File: src/rtl/irq_arb_pkg.sv
// Shared helpers for the grouped-priority interrupt arbiter.
// Assumes 4-bit priority values; grouping values above 4 act as 4.
package irq_arb_pkg;

    localparam int PRIO_W = 4;

    // Preemption level of a priority under a grouping value.
    function automatic logic [PRIO_W-1:0] preempt_level(input logic [PRIO_W-1:0] prio,
                                                        input logic [2:0] grp);
        int g;
        g = (grp > 3'd4) ? 4 : int'(grp);
        return prio >> (PRIO_W - g);
    endfunction

endpackage

File: src/rtl/irq_age_track.sv
// Per-line age counters: each counts cycles while its line is pending and
// saturates; it clears when the line is not pending.
// Assumes pending inputs are synchronous to clk.
module irq_age_track #(
    parameter int N_LINES = 82,
    parameter int AGE_W   = 8
) (
    input  logic                          clk,
    input  logic                          rst_n,
    input  logic [N_LINES-1:0]            pend_i,
    output logic [N_LINES-1:0][AGE_W-1:0] age_o
);
    localparam logic [AGE_W-1:0] AGE_MAX = '1;

    for (genvar i = 0; i < N_LINES; i++) begin : g_line
        // Count pending cycles for line i, saturating at AGE_MAX.
        always_ff @(posedge clk) begin
            if (!rst_n)
                age_o[i] <= '0;
            else if (!pend_i[i])
                age_o[i] <= '0;
            else if (age_o[i] != AGE_MAX)
                age_o[i] <= age_o[i] + 1'b1;
        end
    end
endmodule

File: src/rtl/irq_pick.sv
// Combinational winner search. The key is the priority followed by the
// inverted age, so lower priority first and then older requests win.
// A strict compare keeps the lowest index on a full tie.
module irq_pick #(
    parameter int N_LINES = 82,
    parameter int AGE_W   = 8,
    parameter int IDX_W   = 7
) (
    input  logic [N_LINES-1:0]            pend_i,
    input  logic [N_LINES*4-1:0]          prio_i,
    input  logic [N_LINES-1:0][AGE_W-1:0] age_i,
    output logic                          found_o,
    output logic [IDX_W-1:0]              id_o,
    output logic [3:0]                    prio_o
);
    localparam int KEY_W = 4 + AGE_W;

    logic [KEY_W-1:0] best_key;

    // Scan all lines and keep the smallest key among pending ones.
    always_comb begin
        found_o  = 1'b0;
        id_o     = '0;
        prio_o   = '0;
        best_key = '1;
        for (int i = 0; i < N_LINES; i++) begin
            if (pend_i[i] && (!found_o || {prio_i[i*4 +: 4], ~age_i[i]} < best_key)) begin
                found_o  = 1'b1;
                id_o     = IDX_W'(i);
                prio_o   = prio_i[i*4 +: 4];
                best_key = {prio_i[i*4 +: 4], ~age_i[i]};
            end
        end
    end
endmodule

File: src/rtl/irq_nest_stack.sv
// Stack of the priorities of active handlers. push_i and pop_i are
// never both high; push_i is never high while full_o is high.
module irq_nest_stack #(
    parameter int DEPTH = 16
) (
    input  logic       clk,
    input  logic       rst_n,
    input  logic       push_i,
    input  logic       pop_i,
    input  logic [3:0] data_i,
    output logic [3:0] top_o,
    output logic       vld_o,
    output logic       full_o
);
    localparam int SP_W = $clog2(DEPTH + 1);

    logic [3:0]      mem_q [DEPTH];
    logic [SP_W-1:0] sp_q;

    // Write the pushed entry and move the stack pointer.
    always_ff @(posedge clk) begin
        if (!rst_n) begin
            sp_q <= '0;
            for (int i = 0; i < DEPTH; i++) mem_q[i] <= '0;
        end else if (push_i) begin
            mem_q[int'(sp_q)] <= data_i;
            sp_q              <= sp_q + 1'b1;
        end else if (pop_i && sp_q != '0) begin
            sp_q <= sp_q - 1'b1;
        end
    end

    // Present the top entry and the occupancy flags.
    always_comb begin
        vld_o  = (sp_q != '0);
        full_o = (int'(sp_q) == DEPTH);
        top_o  = vld_o ? mem_q[int'(sp_q) - 1] : 4'd0;
    end
endmodule

File: src/rtl/irq_group_arbiter.sv
// Grouped-priority interrupt arbiter top. Picks the best pending line,
// checks it against the active preemption level and issues a registered
// one-cycle take. Assumes the requester clears a line's pending bit
// after seeing take_o for it, and ret_i marks handler return.
module irq_group_arbiter
    import irq_arb_pkg::*;
#(
    parameter int  N_LINES     = 82,
    parameter int  STACK_DEPTH = 16,
    parameter int  AGE_W       = 8,
    localparam int IDX_W       = $clog2(N_LINES)
) (
    input  logic                   clk,
    input  logic                   rst_n,
    input  logic [N_LINES-1:0]     pend_i,
    input  logic [N_LINES*4-1:0]   prio_i,
    input  logic [2:0]             group_i,
    input  logic                   ret_i,
    output logic                   take_o,
    output logic [IDX_W-1:0]       win_id_o,
    output logic                   preempt_o,
    output logic                   active_vld_o,
    output logic [3:0]             active_lvl_o
);
    logic [N_LINES-1:0][AGE_W-1:0] age;
    logic             found;
    logic [IDX_W-1:0] win_id;
    logic [3:0]       win_prio;
    logic [3:0]       top_prio;
    logic             stk_vld;
    logic             stk_full;
    logic             take_now;

    irq_age_track #(.N_LINES(N_LINES), .AGE_W(AGE_W)) u_age (
        .clk(clk), .rst_n(rst_n), .pend_i(pend_i), .age_o(age)
    );

    irq_pick #(.N_LINES(N_LINES), .AGE_W(AGE_W), .IDX_W(IDX_W)) u_pick (
        .pend_i(pend_i), .prio_i(prio_i), .age_i(age),
        .found_o(found), .id_o(win_id), .prio_o(win_prio)
    );

    irq_nest_stack #(.DEPTH(STACK_DEPTH)) u_stack (
        .clk(clk), .rst_n(rst_n),
        .push_i(take_now), .pop_i(ret_i && stk_vld), .data_i(win_prio),
        .top_o(top_prio), .vld_o(stk_vld), .full_o(stk_full)
    );

    // Decide whether the current winner is taken this cycle.
    always_comb begin
        take_now = found && !take_o && !ret_i && !stk_full &&
                   (!stk_vld || preempt_level(win_prio, group_i) < preempt_level(top_prio, group_i));
    end

    // Register the take strobe, the winner index and the nesting flag.
    always_ff @(posedge clk) begin
        if (!rst_n) begin
            take_o    <= 1'b0;
            win_id_o  <= '0;
            preempt_o <= 1'b0;
        end else begin
            take_o    <= take_now;
            preempt_o <= take_now && stk_vld;
            if (take_now) win_id_o <= win_id;
        end
    end

    // Report the active handler state from the stack top.
    always_comb begin
        active_vld_o = stk_vld;
        active_lvl_o = stk_vld ? preempt_level(top_prio, group_i) : 4'd0;
    end
endmodule

File: config.mk
export PLATFORM = sky130hd
export DESIGN_NAME = irq_group_arbiter
export DESIGN_NICKNAME = d
export VERILOG_FILES = /design/src/rtl/irq_arb_pkg.sv /design/src/rtl/irq_age_track.sv /design/src/rtl/irq_pick.sv /design/src/rtl/irq_nest_stack.sv /design/src/rtl/irq_group_arbiter.sv
export SDC_FILE = /design/constraint.sdc
export NUM_CORES = 2
export LEC_CHECK = 0
export BUFFER_PORTS_ARGS = -buffer_cell sky130_fd_sc_hd__buf_2
export CORE_MARGIN = 2
export CORE_UTILIZATION = 39
export DETAILED_ROUTE_END_ITERATION = 6
export HOLD_SLACK_MARGIN = 0.12
export PLACE_DENSITY = 0.59
export REMOVE_ABC_BUFFERS = 1
export SETUP_SLACK_MARGIN = 0.5
export SYNTH_ARGS = -nofsm -noshare
export SYNTH_HDL_FRONTEND = slang
export SYNTH_SLANG_ARGS = --single-unit
File: constraint.sdc
create_clock -name clk -period 311.4 [get_ports clk]
set_clock_uncertainty 0.1 [all_clocks]
set_input_delay 62.28 -clock clk [delete_from_list [all_inputs] [get_ports clk]]
set_output_delay 62.28 -clock clk [all_outputs]
set_load 0.05 [all_outputs]
==> summary.txt <==
STATUS
---------------------------------------------------------------------------------
Status                                                               finished clean

LOGIC SYNTHESIS
---------------------------------------------------------------------------------
Number of synthesized register bits                                           734
Combined area of all synthesized cells                                  81800 µm²
Yosys top cell area share                                                   16.4%
Main synth FF type                                                        dfxtp_1
Library cells used by synthesis                                               204
Portion of the post-synthesis area used by sequential elements              18.8%
Cells after synthesis                                                       10900
Share of flip-flops with an asynchronous set or reset                          0%
Cell types with the largest area share after synthesis               dfxtp_1 (16%), ha_1 (14%), nor2_1 (5.8%)
Number of enable-type register cells in the synthesized netlist                64
Warnings from Yosys                                                             0
Mean post-synth cell area                                                7.52 µm²
Post-synthesis cell type with the largest combined area                   dfxtp_1

GRT
---------------------------------------------------------------------------------
Global Route Usage Sum                                                      24.0%
Largest net degree at the start of global routing                              60
Number of antenna violations at the first check in global routing             109
Wire length of the first global-routing pass                               416 mm
Met3 demand-to-capacity share in global routing                             3.45%
Number of global-route vias before repair                                   75200
Global routing usage on met1                                                32.5%
Met2 GRT Util                                                               38.9%
GRT Residual Overflow                                                           0
GR peak layer                                                                met2

FINISH
---------------------------------------------------------------------------------
Final instance count without filler cells                                   14000
Number of nets in the final layout                                          12400
Total of fill cells in the finished design                                  21500
Layout cell share with drive strength beyond 1                              13.7%
Synthesis-to-finish area growth                                             8.11%

CRITICAL PATH
---------------------------------------------------------------------------------
Crit path arrival time                                                  285.90 ns
Longest individual stage delay on the worst path                          0.96 ns
Crit Path Class                                                            in2reg
Crit path top cell by count                                               a21oi_1
Kind of start point of the critical path                               input port
Element type at the critical path end                                        flop
Worst EP required                                                       311.94 ns
Highest fanout seen on the critical path                                       33
Cell with the largest stage delay on the worst path                       a32oi_2

CLOCK NETWORK
---------------------------------------------------------------------------------
Number of levels in the clock H-tree                                            3
Post-CTS Hold Fix Bufs                                                          0
Number of sinks driven by the clock tree                                      734
Total of cells resized after clock tree synthesis                               0
Total clock buffers created by CTS                                             94
Register clock-pin slew on the reported worst setup and hold paths        0.06 ns
Cell at the root of the clock tree                                      clkbuf_16
Longest Clk Path Bufs                                                           3
Number of buffers added for setup after CTS                                     0
Clock latency at the later pin of the worst-skew pair                     0.75 ns
CTS tree                                                                     done

DRT
---------------------------------------------------------------------------------
Antenna-violating nets left                                                     0
Wire length after detailed routing                                         267 mm
Overall via count from detail_route                                         80500
DR DRC count                                                                    0
Number of vias per cell                                                      5.74
Detailed router's first-iteration violation count                            6382
Routed wire length per instance                                           19.0 µm
First-pass iteration count of the detailed router                               6

PLACED DESIGN
---------------------------------------------------------------------------------
DP Worst Slack                                                           28.38 ns
Post-detail-place hpwl                                                     219 mm
Total instance count after detailed placement                               13800
Final Wtd Congestion                                                        0.961
Buffers on Ports                                                              429

STA
---------------------------------------------------------------------------------
Number of hold-slack violations in the final timing report                      0
Final setup violation count                                                     0
Relative slew margins                                                       15.1%
Unrepaired setup endpoints after global routing                             false
Number of slew-limit violations in the final report                             0
Setup TNS                                                                    0 ns
Setup WS post-layout                                                     26.05 ns
Final cycle utilization of the critical path                                91.6%
Worst Tran Pin Value                                                      1.27 ns
Min cycle time layout                                                   285.35 ns
Top achievable clock speed                                            0.00350 GHz

DIE
---------------------------------------------------------------------------------
Number of cell rows                                                           168
IO Count                                                                      430
Starting density of the core                                                39.1%
Die outline width                                                          462 µm
DIE HEIGHT                                                                 462 µm
DIE AREA                                                               213000 µm²
Core outline area                                                      209000 µm²

RUN
---------------------------------------------------------------------------------
Max-Cap Viols                                                                   0

MIN PATH
---------------------------------------------------------------------------------
Class of the tightest hold or removal check                               reg2reg

cell type report:
class                           instances  area (µm²)  area share [%]
Antenna cell                           52         130           0.147
Clock buffer                          122        2620            2.96
Clock inverter                         51         686           0.776
Inverter                              813        3050            3.45
Multi-Input combinational cell       8992       60800            68.8
Sequential cell                       734       15300            17.4
Tap cell                             2805        3510            3.97
Timing Repair Buffer                  446        2280            2.58
path summary, 6_finish.rpt:
| path | cells past startpoint | slack, ns | to | from |
|---|---|---|---|---|
| setup / recovery | 900 | 26.05 | u_stack.sp_q[4]$_SDFFE_PN0P_ | pend_i[0] |
| hold / removal | 1 | 0.40 | u_age.age_o[607]$_SDFFE_PN0P_ | u_age.age_o[607]$_SDFFE_PN0P_ |
| setup reg to reg | 915 | 87.56 | u_stack.sp_q[4]$_SDFFE_PN0P_ | u_age.age_o[2]$_SDFFE_PN0P_ |
| hold reg to reg | 1 | 0.40 | u_age.age_o[607]$_SDFFE_PN0P_ | u_age.age_o[607]$_SDFFE_PN0P_ |
per-layer routing:
layer	up-vias	routed length (µm)
li1	40000	-
met1	37700	123000
met2	2264	121000
met3	436	15400
met4	54	7330
met5	-	345
critical path, delay by kind of cell:
family	cells	cell delay, ns
buffers and inverters	33	4.84
AND/OR/NAND/NOR	315	63.71
multiplexers	30	10.70
AO/OA/AOI/OAI	439	114.99
adder cells (fa/ha/maj)	83	25.35
cells by family after synthesis:
logic type / Yosys count / synth area share (%)
simple gates: 4384 / 26.5
compound gates: 2894 / 23.8
buf+inv: 1148 / 7.04
fa+ha+maj: 910 / 13.9
flops: 734 / 18.8
mux: 463 / 6.35
xor+xnor: 341 / 3.65
synthesized netlist by cell type (64+ instances only):
library cell and instances:
a211oi_1 129, a21o_1 90, a21oi_1 727, a31oi_1 136, and3_1 125, clkbuf_1 140, clkbuf_8 78, dfxtp_1 670
edfxtp_1 64, ha_1 906, inv_1 806, mux2_2 182, mux2i_1 242, nand2_1 1148, nand2b_1 85, nand3_1 417
nand4_1 233, nor2_1 1272, nor2b_1 69, nor3_1 325, nor4_1 89, o211ai_1 80, o21a_1 131, o21ai_0 817
xnor2_1 324
layout by cell type, fill, tap and decap left out, types with 128 or more instances in the layout:
cell and instances:
a211oi_1 128, dfxtp_1 670, o21ai_0 814, a21oi_1 721, a31oi_1 136, nand4_1 233, nand2_1 1148, o21a_1 131
xnor2_1 324, buf_2 428, mux2_2 182, mux2i_1 241, inv_1 806, nor3_1 325, nand3_1 417, ha_1 906
nor2_1 1271
stage by stage:
step                hold slack, ns  utilization, %  area, µm²
floorplan                    0.360               -      79000
global placement             0.379            40.7      84900
detailed placement           0.388            40.7      84900
CTS                          0.400            42.2      88200
global route                 0.423            42.3      88300
finish                       0.398            42.3      88400
flip-flops by register name, indices dropped and copies added, names as in the netlist:
| signal | count |
|---|---|
| u_stack.mem_q | 64 |
| u_stack.sp_q | 5 |
| u_age.age_o | 656 |
| preempt_o | 1 |
| take_o | 1 |
| win_id_o | 7 |
Power is not shown: default switching activity piles up to over one toggle a cycle in this logic, so the estimate is an artifact.
